File: config.mk
export PLATFORM = sky130hd
export DESIGN_NAME = flash_cmd_fsm
export DESIGN_NICKNAME = d
export VERILOG_FILES = /design/src/rtl/flash_cmd_pkg.sv /design/src/rtl/flash_bus_capture.sv /design/src/rtl/flash_cmd_core.sv /design/src/rtl/flash_read_mux.sv /design/src/rtl/flash_cmd_fsm.sv
export SDC_FILE = /design/constraint.sdc
export NUM_CORES = 1
export LEC_CHECK = 0
export BUFFER_PORTS_ARGS = -buffer_cell sky130_fd_sc_hd__buf_2
export CAP_MARGIN = 20
export CORE_UTILIZATION = 48
export DETAILED_ROUTE_END_ITERATION = 8
export PLACE_DENSITY = 0.79
export SLEW_MARGIN = 20
export SYNTH_ARGS = -nofsm -noshare
export SYNTH_HDL_FRONTEND = slang
export SYNTH_SLANG_ARGS = --single-unit
File: constraint.sdc
create_clock -name clk -period 2.2 [get_ports clk]
set_input_delay 0.11 -clock clk [delete_from_list [all_inputs] [get_ports clk]]
set_output_delay 0.11 -clock clk [all_outputs]
set_load 0.005 [all_outputs]
File: src/rtl/flash_cmd_pkg.sv
package flash_cmd_pkg;

    typedef enum logic [3:0] {
        MD_READ   = 4'd0,
        MD_U1     = 4'd1,
        MD_U2     = 4'd2,
        MD_PGM    = 4'd3,
        MD_E1     = 4'd4,
        MD_E2     = 4'd5,
        MD_E3     = 4'd6,
        MD_BUSY_P = 4'd7,
        MD_BUSY_E = 4'd8,
        MD_SUSP   = 4'd9,
        MD_ASEL   = 4'd10,
        MD_ERR    = 4'd11
    } mode_e;

    localparam logic [7:0] CMD_UNLK_A  = 8'hAA;
    localparam logic [7:0] CMD_UNLK_B  = 8'h55;
    localparam logic [7:0] CMD_PROGRAM = 8'hA0;
    localparam logic [7:0] CMD_ERASE   = 8'h80;
    localparam logic [7:0] CMD_IDENT   = 8'h90;
    localparam logic [7:0] CMD_SECTOR  = 8'h30;
    localparam logic [7:0] CMD_SUSPEND = 8'hB0;
    localparam logic [7:0] CMD_RESUME  = 8'h30;
    localparam logic [7:0] CMD_RESET   = 8'hF0;

    localparam int ST_READY_BIT  = 7;
    localparam int ST_TOGGLE_BIT = 6;
    localparam int ST_TMO_BIT    = 5;

endpackage

File: src/rtl/flash_bus_capture.sv
module flash_bus_capture #(
    parameter int AW = 20,
    parameter int DW = 8
) (
    input  logic          clk,
    input  logic          rst_n,
    input  logic          ce_n,
    input  logic          we_n,
    input  logic [AW-1:0] bus_addr,
    input  logic [DW-1:0] bus_wdata,
    output logic          wr_stb,
    output logic [AW-1:0] wr_addr,
    output logic [DW-1:0] wr_data
);

    typedef struct packed {
        logic          act;
        logic          stb;
        logic [AW-1:0] addr;
        logic [DW-1:0] data;
    } cap_t;

    cap_t cap_d, cap_q;
    logic act_now;

    always_comb begin
        act_now   = ~ce_n & ~we_n;
        cap_d     = cap_q;
        cap_d.act = act_now;
        cap_d.stb = 1'b0;
        if (act_now && !cap_q.act) begin
            cap_d.addr = bus_addr;
        end
        if (act_now) begin
            cap_d.data = bus_wdata;
        end
        if (!act_now && cap_q.act) begin
            cap_d.stb = 1'b1;
        end
    end

    always_ff @(posedge clk or negedge rst_n) begin
        if (!rst_n) begin
            cap_q <= '0;
        end else begin
            cap_q <= cap_d;
        end
    end

    assign wr_stb  = cap_q.stb;
    assign wr_addr = cap_q.addr;
    assign wr_data = cap_q.data;

endmodule

File: src/rtl/flash_cmd_core.sv
module flash_cmd_core
    import flash_cmd_pkg::*;
#(
    parameter int AW      = 20,
    parameter int DW      = 8,
    parameter int NSECT   = 16,
    parameter int UNLK_AW = 11
) (
    input  logic             clk,
    input  logic             rst_n,
    input  logic             wr_stb,
    input  logic [AW-1:0]    wr_addr,
    input  logic [DW-1:0]    wr_data,
    input  logic             op_done,
    input  logic             op_timeout,
    output mode_e            mode,
    output logic             susp_ctx,
    output logic             tmo_flag,
    output logic [NSECT-1:0] ers_mask,
    output logic             op_start,
    output logic             op_erase,
    output logic [AW-1:0]    op_addr,
    output logic [DW-1:0]    op_data
);

    localparam int SW = $clog2(NSECT);
    localparam logic [UNLK_AW-1:0] ADDR_FIRST  = UNLK_AW'(11'h555);
    localparam logic [UNLK_AW-1:0] ADDR_SECOND = UNLK_AW'(11'h2AA);

    typedef struct packed {
        mode_e            mode;
        logic             susp;
        logic             tmo;
        logic [NSECT-1:0] mask;
        logic             start;
        logic             erase;
        logic [AW-1:0]    addr;
        logic [DW-1:0]    data;
    } core_t;

    core_t core_d, core_q;

    logic          at_first, at_second, unlk_a, unlk_b;
    logic [7:0]    cmd;
    logic [SW-1:0] wr_sect;
    mode_e         home;

    always_comb begin
        cmd       = wr_data[7:0];
        at_first  = (wr_addr[UNLK_AW-1:0] == ADDR_FIRST);
        at_second = (wr_addr[UNLK_AW-1:0] == ADDR_SECOND);
        unlk_a    = at_first  && (cmd == CMD_UNLK_A);
        unlk_b    = at_second && (cmd == CMD_UNLK_B);
        wr_sect   = wr_addr[AW-1 -: SW];
        home      = core_q.susp ? MD_SUSP : MD_READ;

        core_d       = core_q;
        core_d.start = 1'b0;

        unique case (core_q.mode)
            MD_READ: begin
                if (wr_stb && unlk_a) core_d.mode = MD_U1;
            end
            MD_SUSP: begin
                if (wr_stb) begin
                    if (unlk_a) begin
                        core_d.mode = MD_U1;
                    end else if (cmd == CMD_RESUME) begin
                        core_d.mode = MD_BUSY_E;
                        core_d.susp = 1'b0;
                    end
                end
            end
            MD_U1: begin
                if (wr_stb) core_d.mode = unlk_b ? MD_U2 : home;
            end
            MD_U2: begin
                if (wr_stb) begin
                    core_d.mode = home;
                    if (at_first) begin
                        if (cmd == CMD_PROGRAM) begin
                            core_d.mode = MD_PGM;
                        end else if (cmd == CMD_IDENT && !core_q.susp) begin
                            core_d.mode = MD_ASEL;
                        end else if (cmd == CMD_ERASE && !core_q.susp) begin
                            core_d.mode = MD_E1;
                        end
                    end
                end
            end
            MD_PGM: begin
                if (wr_stb) begin
                    core_d.mode  = MD_BUSY_P;
                    core_d.start = 1'b1;
                    core_d.erase = 1'b0;
                    core_d.addr  = wr_addr;
                    core_d.data  = wr_data;
                end
            end
            MD_E1: begin
                if (wr_stb) core_d.mode = unlk_a ? MD_E2 : MD_READ;
            end
            MD_E2: begin
                if (wr_stb) core_d.mode = unlk_b ? MD_E3 : MD_READ;
            end
            MD_E3: begin
                if (wr_stb) begin
                    if (cmd == CMD_SECTOR) begin
                        core_d.mode          = MD_BUSY_E;
                        core_d.mask[wr_sect] = 1'b1;
                        core_d.start         = 1'b1;
                        core_d.erase         = 1'b1;
                        core_d.addr          = wr_addr;
                        core_d.data          = wr_data;
                    end else begin
                        core_d.mode = MD_READ;
                    end
                end
            end
            MD_BUSY_P: begin
                if (op_timeout) begin
                    core_d.mode = MD_ERR;
                    core_d.tmo  = 1'b1;
                end else if (op_done) begin
                    core_d.mode = home;
                end
            end
            MD_BUSY_E: begin
                if (op_timeout) begin
                    core_d.mode = MD_ERR;
                    core_d.tmo  = 1'b1;
                end else if (op_done) begin
                    core_d.mode = MD_READ;
                    core_d.mask = '0;
                end else if (wr_stb && cmd == CMD_SUSPEND) begin
                    core_d.mode = MD_SUSP;
                    core_d.susp = 1'b1;
                end
            end
            MD_ASEL: begin
                if (wr_stb && cmd == CMD_RESET) core_d.mode = MD_READ;
            end
            MD_ERR: begin
                if (wr_stb && cmd == CMD_RESET) begin
                    core_d.mode = MD_READ;
                    core_d.tmo  = 1'b0;
                    core_d.susp = 1'b0;
                    core_d.mask = '0;
                end
            end
            default: core_d.mode = MD_READ;
        endcase
    end

    always_ff @(posedge clk or negedge rst_n) begin
        if (!rst_n) begin
            core_q <= '0;
        end else begin
            core_q <= core_d;
        end
    end

    assign mode     = core_q.mode;
    assign susp_ctx = core_q.susp;
    assign tmo_flag = core_q.tmo;
    assign ers_mask = core_q.mask;
    assign op_start = core_q.start;
    assign op_erase = core_q.erase;
    assign op_addr  = core_q.addr;
    assign op_data  = core_q.data;

endmodule

File: src/rtl/flash_read_mux.sv
module flash_read_mux
    import flash_cmd_pkg::*;
#(
    parameter int          AW     = 20,
    parameter int          DW     = 8,
    parameter int          NSECT  = 16,
    parameter logic [7:0]  MFG_ID = 8'h01,
    parameter logic [7:0]  DEV_ID = 8'h7E
) (
    input  logic             clk,
    input  logic             rst_n,
    input  logic             rd_en,
    input  logic [AW-1:0]    rd_addr,
    input  logic [DW-1:0]    array_rdata,
    input  mode_e            mode,
    input  logic             susp_ctx,
    input  logic             tmo_flag,
    input  logic [NSECT-1:0] ers_mask,
    output logic [DW-1:0]    rd_data,
    output logic             toggle
);

    localparam int SW = $clog2(NSECT);

    logic             tog_d, tog_q;
    logic [SW-1:0]    rd_sect;
    logic [NSECT-1:0] sect_hit;
    logic             busy, err;
    logic [DW-1:0]    status;
    logic             rd_addr_unused;

    assign rd_sect        = rd_addr[AW-1 -: SW];
    assign rd_addr_unused = ^rd_addr[AW-SW-1:2];

    for (genvar i = 0; i < NSECT; i++) begin : g_hit
        assign sect_hit[i] = ers_mask[i] && (rd_sect == SW'(i));
    end

    always_comb begin
        busy   = (mode == MD_BUSY_P) || (mode == MD_BUSY_E);
        err    = (mode == MD_ERR);
        status = '0;
        status[ST_READY_BIT]  = ~(busy | err);
        status[ST_TOGGLE_BIT] = tog_q;
        status[ST_TMO_BIT]    = tmo_flag;

        if (mode == MD_ASEL) begin
            unique case (rd_addr[1:0])
                2'd0:    rd_data = DW'(MFG_ID);
                2'd1:    rd_data = DW'(DEV_ID);
                default: rd_data = '0;
            endcase
        end else if (busy || err) begin
            rd_data = status;
        end else if (susp_ctx && (|sect_hit)) begin
            rd_data = status;
        end else begin
            rd_data = array_rdata;
        end

        tog_d = tog_q ^ (rd_en & (busy | err));
    end

    always_ff @(posedge clk or negedge rst_n) begin
        if (!rst_n) begin
            tog_q <= 1'b0;
        end else begin
            tog_q <= tog_d;
        end
    end

    assign toggle = tog_q;

endmodule

File: src/rtl/flash_cmd_fsm.sv
module flash_cmd_fsm
    import flash_cmd_pkg::*;
#(
    parameter int         AW      = 20,
    parameter int         DW      = 8,
    parameter int         NSECT   = 16,
    parameter int         UNLK_AW = 11,
    parameter logic [7:0] MFG_ID  = 8'h01,
    parameter logic [7:0] DEV_ID  = 8'h7E
) (
    input  logic          clk,
    input  logic          rst_n,
    input  logic          ce_n,
    input  logic          we_n,
    input  logic [AW-1:0] bus_addr,
    input  logic [DW-1:0] bus_wdata,
    input  logic          rd_en,
    input  logic [AW-1:0] rd_addr,
    input  logic [DW-1:0] array_rdata,
    output logic [DW-1:0] rd_data,
    output logic          op_start,
    output logic          op_erase,
    output logic [AW-1:0] op_addr,
    output logic [DW-1:0] op_data,
    input  logic          op_done,
    input  logic          op_timeout,
    output logic          erase_hold
);

    logic             cap_stb;
    logic [AW-1:0]    cap_addr;
    logic [DW-1:0]    cap_data;
    mode_e            core_mode;
    logic             core_susp;
    logic             core_tmo;
    logic [NSECT-1:0] core_mask;
    logic             rd_toggle;

    flash_bus_capture #(.AW(AW), .DW(DW)) u_cap (
        .clk       (clk),
        .rst_n     (rst_n),
        .ce_n      (ce_n),
        .we_n      (we_n),
        .bus_addr  (bus_addr),
        .bus_wdata (bus_wdata),
        .wr_stb    (cap_stb),
        .wr_addr   (cap_addr),
        .wr_data   (cap_data)
    );

    flash_cmd_core #(.AW(AW), .DW(DW), .NSECT(NSECT), .UNLK_AW(UNLK_AW)) u_core (
        .clk        (clk),
        .rst_n      (rst_n),
        .wr_stb     (cap_stb),
        .wr_addr    (cap_addr),
        .wr_data    (cap_data),
        .op_done    (op_done),
        .op_timeout (op_timeout),
        .mode       (core_mode),
        .susp_ctx   (core_susp),
        .tmo_flag   (core_tmo),
        .ers_mask   (core_mask),
        .op_start   (op_start),
        .op_erase   (op_erase),
        .op_addr    (op_addr),
        .op_data    (op_data)
    );

    flash_read_mux #(.AW(AW), .DW(DW), .NSECT(NSECT), .MFG_ID(MFG_ID), .DEV_ID(DEV_ID)) u_rmux (
        .clk         (clk),
        .rst_n       (rst_n),
        .rd_en       (rd_en),
        .rd_addr     (rd_addr),
        .array_rdata (array_rdata),
        .mode        (core_mode),
        .susp_ctx    (core_susp),
        .tmo_flag    (core_tmo),
        .ers_mask    (core_mask),
        .rd_data     (rd_data),
        .toggle      (rd_toggle)
    );

    assign erase_hold = core_susp;

endmodule

== Word level (Yosys, flattened, before mapping) ==
Cells that the tools add are included.
Widths: inputs -> output; s select.

* Add/sub/neg operators: 0
* Shift-type cells: 0
* Order comparisons: 2
* Div/mod/pow operators: 0
* Equal/unequal tests: 58
* Bitwise gates (word level): 8
* Multiplexer cells: 47
* $mul: 0
* Reductions and logical operators: 46

{| class="wikitable"
|+ Operators with widths
! cell !! number
|-
| $mux 46 || 2
|-
| $mux 4 || 20
|-
| $pmux 30 s2 || 1
|-
| $eq 4x4->1 const B || 12
|-
| $eq 8x8->1 const B || 6
|-
| $pmux 16 s3 || 1
|-
| $pmux 4 s12 || 1
|-
| $eq 4x3->1 const B || 8
|-
| $mux 16 || 2
|-
| $mux 30 || 1
|-
| $logic_and 1x1->1 || 27
|-
| $mux 8 || 3
|-
| $ne 2x2->1 const B || 12
|-
| $mux 22 || 1
|-
| $eq 4x2->1 const B || 4
|-
| $or 16x16->16 || 1
|-
| $reduce_or 16->1 || 1
|-
| $mux 5 || 3
|-
| $pmux 7 s2 || 1
|-
| $reduce_and 13->1 || 1
|-
| $ne 2x1->1 const B || 6
|-
| $eq 11x10->1 const B || 1
|-
| $eq 11x11->1 const B || 1
|-
| $eq 4x1->1 const B || 2
|-
| other kinds (28) || 43
|}

* Latch bits: 0
* Logic and storage cells: 174
* Bits of input ports: 63
* Bits in writable memories: 0
* Output and inout bits: 39
* Memories: 0
* Memory bits (read-only): 0
* Flip-flop bits (word level): 83

== Depth between registers and ports, before layout ==
Gate-level depths: netlist of the first run.

* Depth in word-level cells: 8
* Mapped depth: 8
* Mapped depth without buffers: 5

== Cells and area by module ==
From an unflattened synthesis of the first run, not the netlist that was laid out.

* Cells, all modules: 402
* Area, all modules: 4441.8 um2

{| class="wikitable"
|+ Modules (own cells, without submodules)
! module !! seq. area each (um2) !! instances !! cells each !! area each (um2)
|-
| flash_cmd_core || 1301.2 || 1 || 267 || 2743.9
|-
| flash_bus_capture || 750.7 || 1 || 91 || 1316.3
|-
| flash_read_mux || 25.0 || 1 || 44 || 381.6
|}

== Worst setup path after synthesis of the first run ==
No wires, ideal clock.

* Kind: register to register
* From: register u_cap.cap_q (netlist bit u_cap.wr_data[1])
* To: register u_core.core_q (netlist bit u_core.mode[1])
* Clock period less this slack: 2.182 ns
* Data arrival time: 2.057 ns
* Setup slack: 0.018 ns
* Buffers on the path: 0
* Cell stages (with the launch flop): 6
* Required time: 2.075 ns
* Library setup time: 0.125 ns
* Cells stage by stage: dfrtp_1 > or4_4 > o311a_1 > a311oi_2 > and2_4 > mux2_4

* Longest elaborated chain between the ends: 8
* Elaborated cells between the ends (all ways): 33
* Classes of those cells: 13 x eq/ne; 12 x mux; 8 x reduce/logical

{| class="wikitable"
|+ Ends and longest elaborated chain
! item !! RTL line !! source
|-
| start, declared || flash_bus_capture.sv:23 || <nowiki>cap_t cap_d, cap_q;</nowiki>
|-
| start signal, assigned || flash_bus_capture.sv:46 || <nowiki>cap_q <= cap_d;</nowiki>
|-
| $eq 8x8->1 || flash_cmd_core.sv:85 || <nowiki>end else if (cmd == CMD_ERASE && !core_q.susp) begin</nowiki>
|-
| $logic_and 1x1->1 || flash_cmd_core.sv:85 ||
|-
| $mux 4 || flash_cmd_core.sv:85 ||
|-
| $mux 4 || flash_cmd_core.sv:83 || <nowiki>end else if (cmd == CMD_IDENT && !core_q.susp) begin</nowiki>
|-
| $mux 4 || flash_cmd_core.sv:81 || <nowiki>if (cmd == CMD_PROGRAM) begin</nowiki>
|-
| $mux 4 || flash_cmd_core.sv:80 || <nowiki>if (at_first) begin</nowiki>
|-
| $mux 4 || flash_cmd_core.sv:78 || <nowiki>if (wr_stb) begin</nowiki>
|-
| $pmux 4 s12 || flash_cmd_core.sv:60 || <nowiki>unique case (core_q.mode)</nowiki>
|-
| end signal, assigned || flash_cmd_core.sv:159 || <nowiki>core_q <= core_d;</nowiki>
|-
| end, declared || flash_cmd_core.sv:41 || <nowiki>core_t core_d, core_q;</nowiki>
|}

Parallel ways exist; a longest one is shown, timed or not. The select of a mux whose other input is x is not followed.
A chain may end at the register's enable or synchronous reset.

== Worst setup path in the final report of the first run ==
* From: register u_core.core_q (netlist bit u_core.ers_mask[4])
* To: output port rd_data[6]

* Longest elaborated chain between the ends: 6

{| class="wikitable"
|+ Ends and longest elaborated chain
! item !! RTL line !! source
|-
| $logic_and 1x1->1 || flash_read_mux.sv:36 || <nowiki>assign sect_hit[i] = ers_mask[i] && (rd_sect == SW'(i));</nowiki>
|-
| $reduce_or 16->1 || flash_read_mux.sv:55 || <nowiki>end else if (susp_ctx && (|sect_hit)) begin</nowiki>
|-
| $logic_and 1x1->1 || flash_read_mux.sv:55 ||
|-
| $mux 8 || flash_read_mux.sv:55 ||
|-
| $mux 8 || flash_read_mux.sv:53 || <nowiki>end else if (busy || err) begin</nowiki>
|-
| $mux 8 || flash_read_mux.sv:47 || <nowiki>if (mode == MD_ASEL) begin</nowiki>
|-
| end, declared || flash_cmd_fsm.sv:20 || <nowiki>output logic [DW-1:0] rd_data,</nowiki>
|}

Every way passes these cells.

==> results of run 1 <==
[kinds of logic after synthesis]
| family | synth area share |
|---|---|
| and+or+nand+nor | 0.181 |
| DFF | 0.504 |
| AOI/OAI and AO/OA | 0.128 |
| muxes | 0.159 |
| buffers and inverters | 0.0231 |
| xor gates and xnor gates | 0.00425 |
[critical path, cell delays in order (launching register included)]
cell and delay (ns):
dfrtp_1 0.40, mux4_2 0.48, nor2_2 0.11, nor4_2 0.08, or4_1 0.51, nand3_1 0.10
buf_2 0.11
[flip-flops by register name, summed over array words and instances (netlist names), 4 cells and up]
signal,count
u_core.op_data,8
u_core.op_addr,20
u_core.mode,4
u_cap.wr_addr,20
u_core.ers_mask,16
u_cap.wr_data,8
[what timing repair did]
action,in CTS,in global routing
hold buffers,27,0
resized for setup,6,15
hold endpoints to repair,66,0
setup buffers,3,2
endpoints found under the setup margin,7,27
pin swaps,5,8
[cell type report]
cell class	count	area [um2]	share of cell area
sequential	83	2080	0.376
clock buffer	11	131	0.0238
inverter	3	11.3	0.00204
tap	105	131	0.0238
timing repair buffer	157	1050	0.190
multi-input combinational	265	2030	0.368
clock inverter	5	85.1	0.0154
[worst max-delay path by stage]
| stage | start | endpoint | depth (start not counted) |
|---|---|---|---|
| after global routing | u_core.susp_ctx | rd_data[4] | 6 |
| after CTS | u_core.ers_mask[4] | rd_data[6] | 6 |
| after detailed placement | u_cap.wr_data[0] | u_core.mode[1] | 6 |
| after floorplan | u_cap.wr_data[1] | u_core.mode[1] | 5 |
| final | u_core.ers_mask[4] | rd_data[6] | 6 |
| after global placement | u_cap.wr_data[0] | u_core.mode[1] | 5 |
[power by group]
part           total, W  internal, W  leakage, nW  switching (W)
combinational   0.00180     0.000896         1.44       0.000900
clock           0.00120     0.000647        0.104       0.000555
sequential      0.00195      0.00176         1.08       0.000191
[layout by cell type, fill, tap and decap left out, types with 3 or more instances in the layout]
master and n:
buf_2 86, dfrtp_1 82, mux2_2 52, buf_4 41, nand2_1 37, dlygate4sd3_1 27
nor2_1 19, o21ai_0 16, nand3_1 10, a22o_1 9, clkbuf_8 9, a21o_1 7
nor2b_1 7, a21oi_1 7, nand4b_1 6, nor3_1 5, nand4_1 5, o211ai_1 4
o22ai_1 4, or2_2 3, inv_1 3, or4_1 3, a31oi_1 3
[metrics by stage]
stage / cell area (um2) / hold slack, ns / setup TNS [ns] / setup slack (ns)
3_5_place_dp: 4920 / 0.138 / 0 / 0.0535
3_3_place_gp: 4920 / 0.129 / 0 / 0.0410
6_report: 5520 / 0.0145 / -0.0967 / -0.0572
5_1_grt: 5520 / 0.00728 / -1.13 / -0.159
2_1_floorplan: 4120 / -0.186 / 0 / 0.0175
4_1_cts: 5450 / 0.00639 / -0.113 / -0.0650
[per-layer routing]
layer | vias up | wire length, um
met5 | - | 0
met4 | 0 | 237
met3 | 26 | 639
met2 | 145 | 5170
met1 | 1784 | 4720
li1 | 1675 | -
==> results.txt, run 1 <==
WL per Instance: 17.1 um
antenna violation net count after detailed routing: 0
clock sinks: 83
Final Hold Vio Count: 0
Area Growth Syn to Fin: 34.1%
Pre-Repair DR Iteration Count: 5
Worst Tran Pin Value: 0.839 ns
routability cong.: 0.922
ys async rst share: 1.00
Vias/cell: 5.77
Peak VDD IR: 0.609 mV
routed vias: 3630
clock slew at reported path FFs: 0.08 ns
Post-Syn Nets: 432
Req. time, crit path: 2.09 ns
Placed Cells incl. Taps: 582
total power: 0.00495 W
effective utilization at floorplan: 0.499
crit path time final: 2.26 ns
# fillers: 634
die span in y: 94.6 um
most frequent cell after synthesis: dfrtp_1
Worst Skew: 0.0120 ns
Remaining Overflow, GRT: 0
die width: 94.6 um
area of the core: 8260 um2
failing checks: negative setup slack
Slew Limit Headroom: 0.438
RSZ-0062 raised after global routing: true
setup violators final: 2
crit start category: flop
status: finished with violations
cell accounting for the most synthesized area: dfrtp_1
Hold EP: u_cap.wr_data[4]
FF-to-FF End: u_core.mode[1]
Final nets: 582
mean area per synthesized cell: 11.2 um2
first-pass GRT wire length: 17.7 mm
vias in the first global route: 3605
I/O Pins: 102
Buffers on Ports: 87
Post-route DRC: 0
hold crit path type: in -> reg
EDFF count, synth: 0
Max clock buf depth: 2
drt initial violations: 408
post-synthesis sequential area ratio: 0.504
met3 Usage GRT: 0.0548
Ant. Diodes: 0
top-area cell type share of the netlist area: 0.504
#FFs+latches synth: 83
GR Util met2: 0.424
final core occ: 0.669
std cell rows: 33
initial antenna violation count: 0
GRT Overall Usage: 0.259
Routed WL: 10.8 mm
Top Usage Layer GRT: met2
CTS tree: done
hold path cells: 2
largest fanout on the critical path: 6
H-tree levels: 3
Worst-Skew Late Latency: 0.35 ns
Layout Cells excl Fill: 629
Fmax: 0.443 GHz
Max Cap Viol: 0
kind of critical path: reg -> out
Post-Synthesis Cells: 369
Commonest cells post-synth: dfrtp_1, mux2_2, nand2_1
Tcrit/Tclk final: 1.03
flop-to-flop setup slack: 0.02 ns
die area: 8950 um2
Final Max Slew Viols: 0
power per cell area: 896 nW/um2
Netlist Area Pre-Place: 4120 um2
Worst Setup End Kind: primary output
Synth Flop Type: dfrtp_1
Leakage: 2.62 nW
number of buffers created by CTS: 9
fin worst setup slack: -0.0572 ns
pin count of the biggest net entering global routing: 43
layout cell share with drive strength beyond 1: 0.433
Distinct cells, synth: 60
Reg2Reg Depth: 6
hold path startpoint: bus_wdata[4]
clk root buf: clkbuf_8
Synth Warn #: 0
Synth area leaders: dfrtp_1, mux2_2, nand2_1, o21ai_0, a22o_1
Critical Path AT: 2.15 ns
M1 GR Usage: 0.345
Final HPWL DP: 7.57 mm
reg2reg start: u_cap.wr_data[1]
(Power assumes the default switching activity.)
==> inputs of run 2 (changes only) <==
==> constraint.sdc (replaced) <==
create_clock -name clk -period 2 [get_ports clk]
set_input_delay 0.1 -clock clk [delete_from_list [all_inputs] [get_ports clk]]
set_output_delay 0.1 -clock clk [all_outputs]
set_load 0.005 [all_outputs]
==> run 2 against run 1 <==
  * Sequential cell count unchanged
  * Core utilization increased by 6.6 points
  * Critical path depth unchanged
  * The run still ends with negative setup slack left
  * Critical endpoint unchanged
==> results.txt, run 2 (synthesized netlist as in run 1, its figures left out) <==
status: finished with violations
failing checks: negative setup slack
CTS tree: done
Hold EP: u_core.tmo_flag
GRT Overall Usage: 0.278
Buf/Inv on CP: 1
Slew Limit Headroom: 0.661
Final Max Slew Viols: 0
number of buffers created by CTS: 9
Final nets: 620
Worst Setup End Kind: primary output
Met1 Wirelength: 4.99 mm
Pre-Repair DR Iteration Count: 4
Routed WL: 12.0 mm
Critical Path AT: 2.13 ns
flop-to-flop setup slack: -0.20 ns
setup violators final: 20
Ant. Diodes: 0
tightest hold margin: 0.0837 ns
effective utilization at floorplan: 0.499
std cell rows: 33
crit path time final: 2.23 ns
pin count of the biggest net entering global routing: 47
Area Growth Syn to Fin: 47.3%
die width: 94.6 um
Vias/cell: 5.68
Worst Tran Pin Value: 0.503 ns
met3 WL: 681 um
power per cell area: 975 nW/um2
clock sinks: 83
Final HPWL DP: 7.74 mm
Leakage: 2.88 nW
Crit path max-delay family: simple AND/OR/NAND/NOR gates
Tcrit/Tclk final: 1.11
RSZ-0062 raised after global routing: true
most frequent cells in the layout: buf_2, dfrtp_1, buf_4
commonest non-fill, non-tap cell in the layout: buf_2
initial antenna violation count: 0
Top Layer Used: met4
crit start category: flop
kind of critical path: reg -> out
routed vias: 3790
Max Cap Viol: 0
largest stage delay on the critical path: 0.53 ns
FF-to-FF End: u_core.mode[1]
hold crit path type: in -> reg
worst-path cell with the longest stage delay: or4_1
Req. time, crit path: 1.90 ns
Fmax: 0.449 GHz
area of the multi-input gates: 2220 um2
Worst-Skew Late Latency: 0.36 ns
Reg2Reg Depth: 5
Worst Skew: 0.00774 ns
# fillers: 549
WL per Instance: 17.9 um
clock slew at reported path FFs: 0.09 ns
layout cell share with drive strength beyond 1: 0.507
Peak VDD IR: 0.556 mV
Buffers on Ports: 87
fin worst setup slack: -0.227 ns
WP depth: 6
wire length on met2: 5.82 mm
hold path cells: 3
drt initial violations: 208
Max clock buf depth: 2
first-pass GRT wire length: 18.7 mm
clk root buf: clkbuf_8
Remaining Overflow, GRT: 0
antenna violation net count after detailed routing: 0
reg2reg start: u_cap.wr_data[1]
hold path startpoint: op_timeout
largest fanout on the critical path: 6
Final Hold Vio Count: 0
H-tree levels: 3
Post-route DRC: 0
area of the core: 8260 um2
die span in y: 94.6 um
crit-path cells: mux4_2, nor2_2, nor3_2, or4_1, nand3_1, buf_2
final core occ: 0.735
routability cong.: 0.891
vias in the first global route: 3793
I/O Pins: 102
FF/Latch Area: 2080 um2
die area: 8950 um2
[run 2: cell types whose count changed in the layout (fill, tap and decap cells not counted), sizes merged]
cell	delta
clkbuf	-2
dlygate4sd3	+3
inv	+2
clkinvlp	+1
bufinv	-1
buf	+34
a311o	+1
[run 2: cell type report]
class                   count  share of cell area
multi-input cells         266               0.367
flip-flops and latches     83               0.342
repair buffers            194               0.233
well taps                 105              0.0217
clock buffers               9              0.0204
clock inverters             7              0.0140
inverters                   3             0.00186
[run 2: routing by layer]
layer,vias to the layer above,track usage
li1,1760,-
met1,1837,0.357
met2,161,0.452
met3,32,0.0531
met4,0,0.131
met5,-,0
[run 2: per-stage QoR]
step | setup WS [ns] | setup TNS, ns | total power (W) | cells | instance area, um2
3_5_place_dp | -0.203 | -3.77 | 0.00406 | 604 | 5090
6_report | -0.227 | -1.74 | 0.00591 | 667 | 6070
5_1_grt | -0.302 | -4.07 | 0.00620 | 667 | 6070
4_1_cts | -0.215 | -1.51 | 0.00574 | 665 | 6000
2_1_floorplan | -0.182 | -0.188 | 0.00323 | 369 | 4120
3_3_place_gp | -0.126 | -1.66 | 0.00401 | 604 | 5090
[run 2: worst max-delay path by stage]
stage	start	to	slack, ns
detailed placement	u_cap.wr_data[1]	u_core.ers_mask[14]	-0.20
global route	u_core.mode[1]	rd_data[6]	-0.30
global placement	u_cap.wr_data[1]	u_core.ers_mask[15]	-0.13
finish	u_core.ers_mask[14]	rd_data[6]	-0.23
floorplan	u_cap.wr_data[1]	u_core.mode[1]	-0.18
CTS	u_core.ers_mask[14]	rd_data[5]	-0.22
[run 2: tightest hold or removal path, cell delays in order]
cell and delay (ns):
buf_2 0.13, a21oi_1 0.12, a21oi_1 0.05
[run 2: repair_timing]
item,CTS,global route
gates resized for setup,54,32
gates cloned,3,0
buffers inserted,13,5
setup endpoints to repair,53,55
pin swaps,23,13
endpoints found under the hold margin,66,0
hold buffers,30,0
[run 2: power by group]
group	internal, W	total [W]	switching (W)
combinational	0.00132	0.00250	0.00118
sequential	0.00193	0.00214	0.000205
clock	0.000601	0.00127	0.000670
total	0.00385	0.00591	0.00206
